`src/rtl/ttavg_pkg.sv`:
```
package ttavg_pkg;

    typedef enum logic [2:0] {
        ST_LOAD    = 3'd0,
        ST_COLLECT = 3'd1,
        ST_DIV_Y   = 3'd2,
        ST_DIV_X   = 3'd3,
        ST_EMIT    = 3'd4
    } ttavg_state_e;

    localparam int AXIS_Y = 0;
    localparam int AXIS_X = 1;
    localparam int NUM_AXES = 2;

endpackage

```
`src/rtl/ttavg_axis_acc.sv`:
```
module ttavg_axis_acc #(
    parameter int SAMPLE_W = 12,
    parameter int SUM_W    = 15
) (
    input  logic                clk,
    input  logic                rst_n,
    input  logic                clear,
    input  logic                en,
    input  logic [SAMPLE_W-1:0] sample,
    output logic [SUM_W-1:0]    sum,
    output logic [SAMPLE_W-1:0] min_val,
    output logic [SAMPLE_W-1:0] max_val
);

    typedef struct packed {
        logic [SUM_W-1:0]    sum;
        logic [SAMPLE_W-1:0] mn;
        logic [SAMPLE_W-1:0] mx;
        logic                seen;
    } acc_t;

    acc_t r_q, r_d;

    always_comb begin
        r_d = r_q;
        if (clear) begin
            r_d.sum  = '0;
            r_d.mn   = '1;
            r_d.mx   = '0;
            r_d.seen = 1'b0;
        end else if (en) begin
            r_d.sum  = r_q.sum + SUM_W'(sample);
            r_d.seen = 1'b1;
            if (sample < r_q.mn) r_d.mn = sample;
            if (sample > r_q.mx) r_d.mx = sample;
        end
    end

    always_ff @(posedge clk) begin
        if (!rst_n) begin
            r_q.sum  <= '0;
            r_q.mn   <= '1;
            r_q.mx   <= '0;
            r_q.seen <= 1'b0;
        end else begin
            r_q <= r_d;
        end
    end

    assign sum     = r_q.sum;
    assign min_val = r_q.mn;
    assign max_val = r_q.mx;

    // the extremes tracked for trimming must bracket every sample seen
    a_r4_min_le_max: assert property (@(posedge clk) disable iff (!rst_n)
        r_q.seen |-> (r_q.mn <= r_q.mx));

    // the running sum is never below the largest sample taken in
    a_r4_sum_ge_max: assert property (@(posedge clk) disable iff (!rst_n)
        r_q.seen |-> (r_q.sum >= SUM_W'(r_q.mx)));

endmodule

```
`src/rtl/ttavg_divider.sv`:
```
module ttavg_divider #(
    parameter int NUM_W = 15,
    parameter int DEN_W = 3
) (
    input  logic             clk,
    input  logic             rst_n,
    input  logic             start,
    input  logic [NUM_W-1:0] numer,
    input  logic [DEN_W-1:0] denom,
    output logic             done,
    output logic [NUM_W-1:0] quot
);

    localparam int CNT_W  = $clog2(NUM_W);
    localparam int PROD_W = NUM_W + DEN_W + 1;

    typedef struct packed {
        logic             busy;
        logic             done;
        logic [CNT_W-1:0] cnt;
        logic [DEN_W-1:0] rem;
        logic [NUM_W-1:0] quo;
        logic [DEN_W-1:0] den;
        logic [NUM_W-1:0] num;
    } div_t;

    div_t r_q, r_d;
    logic [DEN_W:0] shifted;
    logic [DEN_W:0] diff;

    always_comb begin
        r_d      = r_q;
        r_d.done = 1'b0;
        shifted  = {r_q.rem, r_q.quo[NUM_W-1]};
        diff     = shifted - {1'b0, r_q.den};
        if (start && !r_q.busy) begin
            r_d.busy = 1'b1;
            r_d.cnt  = CNT_W'(NUM_W - 1);
            r_d.rem  = '0;
            r_d.quo  = numer;
            r_d.den  = denom;
            r_d.num  = numer;
        end else if (r_q.busy) begin
            if (shifted >= {1'b0, r_q.den}) begin
                r_d.rem = diff[DEN_W-1:0];
                r_d.quo = {r_q.quo[NUM_W-2:0], 1'b1};
            end else begin
                r_d.rem = shifted[DEN_W-1:0];
                r_d.quo = {r_q.quo[NUM_W-2:0], 1'b0};
            end
            if (r_q.cnt == '0) begin
                r_d.busy = 1'b0;
                r_d.done = 1'b1;
            end else begin
                r_d.cnt = r_q.cnt - 1'b1;
            end
        end
    end

    always_ff @(posedge clk) begin
        if (!rst_n) begin
            r_q <= '0;
        end else begin
            r_q <= r_d;
        end
    end

    assign done = r_q.done;
    assign quot = r_q.quo;

    // a finished quotient is the truncated one: q*d <= n < (q+1)*d
    a_r5_quot_exact: assert property (@(posedge clk) disable iff (!rst_n)
        r_q.done |-> ((PROD_W'(r_q.quo) * PROD_W'(r_q.den) <= PROD_W'(r_q.num)) &&
                      (PROD_W'(r_q.num) < (PROD_W'(r_q.quo) + 1'b1) * PROD_W'(r_q.den))));

    // the divisor is never zero once a division is running
    a_r4_den_nonzero: assert property (@(posedge clk) disable iff (!rst_n)
        r_q.busy |-> (r_q.den != '0));

endmodule

```
`src/rtl/touch_trim_avg.sv`:
```
module touch_trim_avg #(
    parameter int DATA_W   = 32,
    parameter int SAMPLE_W = 12,
    parameter int MAX_N    = 7,
    parameter int TRIM_MIN = 4
) (
    input  logic                clk,
    input  logic                rst_n,
    input  logic [2:0]          cfg_readouts,
    input  logic                in_valid,
    input  logic [DATA_W-1:0]   in_data,
    output logic                in_ready,
    output logic                out_valid,
    output logic [SAMPLE_W-1:0] out_x,
    output logic [SAMPLE_W-1:0] out_y
);
    import ttavg_pkg::*;

    localparam int N_W   = $clog2(MAX_N + 1);
    localparam int SUM_W = SAMPLE_W + N_W;
    localparam int IDX_W = $clog2(2 * MAX_N + 2);

    typedef struct packed {
        ttavg_state_e        st;
        logic [N_W-1:0]      n;
        logic                trim;
        logic [IDX_W-1:0]    idx;
        logic                div_start;
        logic                out_valid;
        logic [SAMPLE_W-1:0] x;
        logic [SAMPLE_W-1:0] y;
    } ctl_t;

    ctl_t r_q, r_d;

    logic [N_W-1:0]      n_cfg;
    logic                take;
    logic [IDX_W-1:0]    last_idx;
    logic [IDX_W-1:0]    x_first;
    logic [SAMPLE_W-1:0] sample;
    logic                acc_clear;
    logic [NUM_AXES-1:0] acc_en;
    logic [SUM_W-1:0]    acc_sum [NUM_AXES];
    logic [SAMPLE_W-1:0] acc_min [NUM_AXES];
    logic [SAMPLE_W-1:0] acc_max [NUM_AXES];
    logic [SUM_W-1:0]    net_sum [NUM_AXES];
    logic [SUM_W-1:0]    div_num;
    logic [N_W-1:0]      div_den;
    logic                div_done;
    logic [SUM_W-1:0]    div_quot;

    assign n_cfg    = (N_W'(cfg_readouts) == '0) ? N_W'(1) : N_W'(cfg_readouts);
    assign in_ready = (r_q.st == ST_COLLECT);
    assign take     = in_valid && in_ready;
    assign last_idx = IDX_W'({r_q.n, 1'b1});
    assign x_first  = IDX_W'(r_q.n) + IDX_W'(2);
    assign sample   = in_data[SAMPLE_W-1:0];
    assign acc_clear = (r_q.st == ST_LOAD);
    assign acc_en[AXIS_Y] = take && (r_q.idx < IDX_W'(r_q.n));
    assign acc_en[AXIS_X] = take && (r_q.idx >= x_first);

    generate
        for (genvar a = 0; a < NUM_AXES; a++) begin : g_axis
            ttavg_axis_acc #(
                .SAMPLE_W(SAMPLE_W),
                .SUM_W   (SUM_W)
            ) u_acc (
                .clk    (clk),
                .rst_n  (rst_n),
                .clear  (acc_clear),
                .en     (acc_en[a]),
                .sample (sample),
                .sum    (acc_sum[a]),
                .min_val(acc_min[a]),
                .max_val(acc_max[a])
            );
            assign net_sum[a] = r_q.trim
                ? acc_sum[a] - SUM_W'(acc_min[a]) - SUM_W'(acc_max[a])
                : acc_sum[a];
        end
    endgenerate

    assign div_num = (r_q.st == ST_DIV_Y) ? net_sum[AXIS_Y] : net_sum[AXIS_X];
    assign div_den = r_q.trim ? (r_q.n - N_W'(2)) : r_q.n;

    ttavg_divider #(
        .NUM_W(SUM_W),
        .DEN_W(N_W)
    ) u_div (
        .clk  (clk),
        .rst_n(rst_n),
        .start(r_q.div_start),
        .numer(div_num),
        .denom(div_den),
        .done (div_done),
        .quot (div_quot)
    );

    always_comb begin
        r_d           = r_q;
        r_d.div_start = 1'b0;
        r_d.out_valid = 1'b0;
        unique case (r_q.st)
            ST_LOAD: begin
                r_d.n    = n_cfg;
                r_d.trim = (n_cfg >= N_W'(TRIM_MIN));
                r_d.idx  = '0;
                r_d.st   = ST_COLLECT;
            end
            ST_COLLECT: begin
                if (take) begin
                    if (r_q.idx == last_idx) begin
                        r_d.st        = ST_DIV_Y;
                        r_d.div_start = 1'b1;
                    end else begin
                        r_d.idx = r_q.idx + 1'b1;
                    end
                end
            end
            ST_DIV_Y: begin
                if (div_done) begin
                    r_d.y         = div_quot[SAMPLE_W-1:0];
                    r_d.div_start = 1'b1;
                    r_d.st        = ST_DIV_X;
                end
            end
            ST_DIV_X: begin
                if (div_done) begin
                    r_d.x         = div_quot[SAMPLE_W-1:0];
                    r_d.out_valid = 1'b1;
                    r_d.st        = ST_EMIT;
                end
            end
            ST_EMIT: begin
                r_d.st = ST_LOAD;
            end
            default: begin
                r_d.st = ST_LOAD;
            end
        endcase
    end

    always_ff @(posedge clk) begin
        if (!rst_n) begin
            r_q.st        <= ST_LOAD;
            r_q.n         <= N_W'(1);
            r_q.trim      <= 1'b0;
            r_q.idx       <= '0;
            r_q.div_start <= 1'b0;
            r_q.out_valid <= 1'b0;
            r_q.x         <= '0;
            r_q.y         <= '0;
        end else begin
            r_q <= r_d;
        end
    end

    assign out_valid = r_q.out_valid;
    assign out_x     = r_q.x;
    assign out_y     = r_q.y;

    // the result pulse lasts one cycle
    a_r7_single_pulse: assert property (@(posedge clk) disable iff (!rst_n)
        out_valid |=> !out_valid);

    // no word is taken while a result is being presented
    a_r7_no_ready_on_output: assert property (@(posedge clk) disable iff (!rst_n)
        out_valid |-> !in_ready);

    // the latched readout count holds for the whole collection phase
    a_r8_n_stable: assert property (@(posedge clk) disable iff (!rst_n)
        (in_ready && $past(in_ready)) |-> $stable(r_q.n));

    // the word index never runs past the last word of the frame
    a_r2_idx_bound: assert property (@(posedge clk) disable iff (!rst_n)
        in_ready |-> (r_q.idx <= last_idx));

    // trimming only happens when enough samples make min+max part of the sum
    a_r4_trim_cover: assert property (@(posedge clk) disable iff (!rst_n)
        (r_q.trim && (r_q.st == ST_DIV_Y)) |->
            (acc_sum[AXIS_Y] >= SUM_W'(acc_min[AXIS_Y]) + SUM_W'(acc_max[AXIS_Y])));

    // a zero count still gives a non-empty frame
    a_r9_n_nonzero: assert property (@(posedge clk) disable iff (!rst_n)
        in_ready |-> (r_q.n != '0));

endmodule

```
`config.mk`:
```
export PLATFORM = sky130hd
export DESIGN_NAME = touch_trim_avg
export DESIGN_NICKNAME = d
export VERILOG_FILES = /design/src/rtl/ttavg_pkg.sv /design/src/rtl/ttavg_axis_acc.sv /design/src/rtl/ttavg_divider.sv /design/src/rtl/touch_trim_avg.sv
export SDC_FILE = /design/constraint.sdc
export NUM_CORES = 1
export LEC_CHECK = 0
export ABC_AREA = 1
export BUFFER_PORTS_ARGS = -buffer_cell sky130_fd_sc_hd__buf_2
export CAP_MARGIN = 5
export CORE_MARGIN = 2
export CORE_UTILIZATION = 54
export CTS_CLUSTER_SIZE = 14
export DETAILED_ROUTE_END_ITERATION = 8
export GPL_ROUTABILITY_DRIVEN = 0
export PLACE_DENSITY_LB_ADDON = 0.08
export SETUP_SLACK_MARGIN = 0.1
export SLEW_MARGIN = 20
export SYNTH_ARGS = -nofsm -noshare
export SYNTH_HDL_FRONTEND = slang
export SYNTH_SLANG_ARGS = --single-unit
```
`constraint.sdc`:
```
create_clock -name clk -period 4 [get_ports clk]
set_clock_uncertainty 0.15 [all_clocks]
set_input_delay 1.2 -clock clk [delete_from_list [all_inputs] [get_ports clk]]
set_output_delay 1.2 -clock clk [all_outputs]
set_load 0.01 [all_outputs]
```
==> metrics.md <==
| Metric | Value |
|---|---|
| Synthesized flop and latch total | `141` |
| DRT Wirelength | `approximately 27,000 µm` |
| Top FF cell, synth | `dfxtp_1` |
| Cts repair resizes | `0` |
| First-pass GRT wire length | `between 40,000 and 50,000 µm` |
| Post-synthesis sequential area ratio | `27.4%` |
| Slew @ Worst Pin | `0.890 ns` |
| CTS tree | `yes` |
| Initial DRT Pass Iterations | `8` |
| Cell area after synthesis | `around 10,000 µm²` |
| Adder-Cell Fraction of Synth Area | `18.7%` |
| Worst path required time | `4.18 ns` |
| Synth Instances | `between 1,000 and 1,500` |
| Post-route ant nets | `0` |
| Final hold vios | `0` |
| Initial antenna violation count | `0` |
| Die ar. | `20,200 µm²` |
| Hold Buf Count CTS | `0` |
| Die width | `about 140 µm` |
| Layout cells sized above 1 | `just under 7%` |
| DP HPWL | `20,500 µm` |
| Slew headroom | `between 40% and 50%` |
| Critical path class | `in -> reg` |
| Setup violators final | `0` |
| Comb pwr share | `between 20% and 30%` |
| Status | `finished clean` |
| Synth cell types | `between 40 and 50` |
| Die height | `between 100 and 150 µm` |
| Crit path DAT | `around 3.4 ns` |
| Non-Filler Instances | `between 1,500 and 2,000` |
| Hold WC Path Type | `reg -> reg` |
| FILL cells | `around 1,800` |
| Compound-Gate Fraction of Synth Area | `a little under a fifth` |
| TNS Setup | `0 ns` |
| Power, Total | `3.76 mW` |
| Number of synthesized flops with an enable pin | `0` |
| Switching share of power | `roughly 33%` |
| CP max-delay cell | `fa_1` |
| Cts bufs inserted | `17` |
| Largest net degree at the start of global routing | `45` |
| Cell family with most CP delay | `simple AND/OR/NAND/NOR gates` |
| IO Pins | `64` |
| Synth area leader | `dfxtp_1` |
| Critical path capture point type | `flop` |
| Max-capacitance violation count | `0` |
| Mux contribution to synthesized area | `less than 1%` |
| Clk_lat worst skew | `0.44 ns` |
| Input/output buffers | `43` |
| Clk pwr share | `~41%` |
| WP buf/inv | `5` |
| P_int | `~2.5 mW` |
| Worst Setup Start Kind | `primary input` |
| Max Buffers Root-to-Sink | `2` |
| Syn avg cell area | `6.93 µm²` |
| Routed vias/inst | `5.44` |
| LEAKAGE | `around 5.3 nW` |
| Slew Viols, Final | `0` |
| Setup Buffers After CTS | `0` |
| Pwr dens | `between 300 and 400 nW/µm²` |
| Vias in the first global route | `roughly 9,000` |
| Core area | `between 15,000 and 20,000 µm²` |
| Clock slew at reported path FFs | `approximately 0.07 ns` |
| Final Cell Area | `11,100 µm²` |
| Commonest non-fill, non-tap cell in the layout | `nand2_1` |
| Initial detailed-routing violation count | `617` |
| N_diodes | `0` |
| Peak supply drop | `approximately 250 µV` |
| Sequential power share | `38.4%` |
| Cell chain of the critical path | `buf_2 > ha_1 > inv_1 > fa_1 > inv_1 > nand3_1 > nand3_1 > inv_1 > o21ai_0 > nand3_1 > nand2_1 > nand2_1 > nand3_1 > nand3_1 > nand2_1 > inv_1` |
| Top cell type's share of synthesized area | `27.4%` |
| Xor/xnor cell area share of the yosys netlist | `between 1.5 and 2%` |
| Final nets | `roughly 1,700` |
| Max Fanout on Critical Path | `9` |
| CTS H-tree lvls | `4` |
| Area Growth Syn to Fin | `7.81%` |
| RSZ-0062 raised after global routing | `false` |
| # DRC | `0` |
| Cell repeated most along the worst path | `nand3_1` |
| Root Buffer | `clkbuf_16` |
| Post-layout min period | `between 3 and 4 ns` |
| Via count | `approximately 9,500` |
| Post-Synth Simple-Gate Area | `about 22%` |
| Ys async rst share | `0%` |
| Post-Syn Nets | `about 1,700` |
| Clk sinks | `~140` |
| Post-DR wirelength/cell | `between 15 and 20 µm` |
| Psw | `between 1 and 1.5 mW` |
| Tot GR Track Use | `28.2%` |
| Inst Count DP | `1,711` |
| Slowest stage delay, CP | `about 0.40 ns` |
| FMAX | `roughly 0.31 GHz` |
| Most frequent cells in the layout | `273 x nand2_1, 203 x inv_1, 173 x a21oi_1` |
| Overflow after GRT | `0` |
| Syn. warnings | `0` |
| Post-DP Area | `10,500 µm²` |
| Crit share post-route | `approximately four fifths` |
| Largest family of logic cells by synthesized area | `simple AND/OR/NAND/NOR gates` |
| Row cnt | `50` |
| Initial Util | `55.1%` |
| Largest cells by area after synthesis | `dfxtp_1 27%, ha_1 13%, nand2_1 9.9%` |
## path summary, 6_finish.rpt
kind                                   start  cells past startpoint  slack, ns                       to
setup / recovery                  in_data[0]                     16       0.77  g_axis[1].u_acc.sum[10]
hold / removal                     out_y[10]                      2       0.31                out_y[10]
setup reg to reg  g_axis[0].u_acc.min_val[2]                     12       0.96            u_div.quot[7]
hold reg to reg                    out_y[10]                      2       0.31                out_y[10]
## state kept, by name, indices dropped and copies added, names as in the netlist
signal and flops:
g_axis.u_acc.max_val 24, g_axis.u_acc.min_val 24, g_axis.u_acc.sum 30, last_idx 3
out_valid 1, out_x 12, out_y 12, r_q 8
u_div.done 1, u_div.quot 15, u_div.r_q 11
## cells by family after synthesis
logic type / Yosys count
xor gates and xnor gates: 20
adders and majority gates: 138
muxes: 1
AOI/OAI and AO/OA: 366
buffers and inverters: 274
DFF: 141
and+or+nand+nor: 548
## cell usage after synthesis (2+ instances only)
cell type  count
buf_1          2
fa_1          27
a22oi_1       11
nor2_4         3
a21oi_1      173
nor2_1       149
o2111ai_1      2
nand2_2        3
a21boi_0       2
a21o_1         4
o31ai_1        4
nand3b_1       4
a211oi_1       2
nor2_2         2
a31oi_1        9
o21ai_1       11
clkinv_1       2
o21a_1         2
or2_2          3
nand2_1      273
clkbuf_1      26
inv_2          3
ha_1         111
o211ai_1       8
inv_1        203
xor2_1        12
dfxtp_1      141
o21ai_0      132
buf_2         12
nor3_1        10
nand3_1       89
buf_4         25
xnor2_1        8
nand4_1        8
## power groups by stage
stage / registers (mW) / logic (mW) / clock network [mW]
after floorplan: 1.47 / 0.564 / 0
after global placement: 1.48 / 0.737 / 0
after detailed placement: 1.48 / 0.750 / 0
after CTS: 1.44 / 0.757 / 1.58
after global routing: 1.45 / 0.877 / 1.63
final: 1.44 / 0.764 / 1.55
## tightest hold or removal path, stage by stage (launching register included)
cell and delay (ns):
dfxtp_1 0.31, nand2_1 0.06, a21oi_1 0.05
## layer usage
metal	vias up	global-route usage [%]	wire length, µm
met5	-	0	0
met4	0	10.6	835
met3	48	4.78	1250
met2	246	45.4	12200
met1	4279	38.1	13200
li1	4916	-	-
## stage by stage
stage | setup WS, ns | util (%) | hold slack [ns]
final | 0.770 | 59.5 | 0.307
after global routing | 0.625 | 59.5 | 0.330
after CTS | 0.880 | 59.5 | 0.310
after detailed placement | 0.436 | 56.4 | 0.299
after global placement | 0.475 | 56.4 | 0.299
after floorplan | 0.985 | - | 0.285
## layout make-up
cell class                      count  area, µm²  share of cell area, %
Timing Repair Buffer               55        305                   2.75
Clock inverter                     15        146                   1.32
Sequential cell                   141       2820                   25.4
Tap cell                          234        293                   2.63
Inverter                          208        781                   7.02
Multi-Input combinational cell   1073       6350                   57.1
Clock buffer                       17        425                   3.83
No activity file was read; power rests on OpenSTA's default activity.
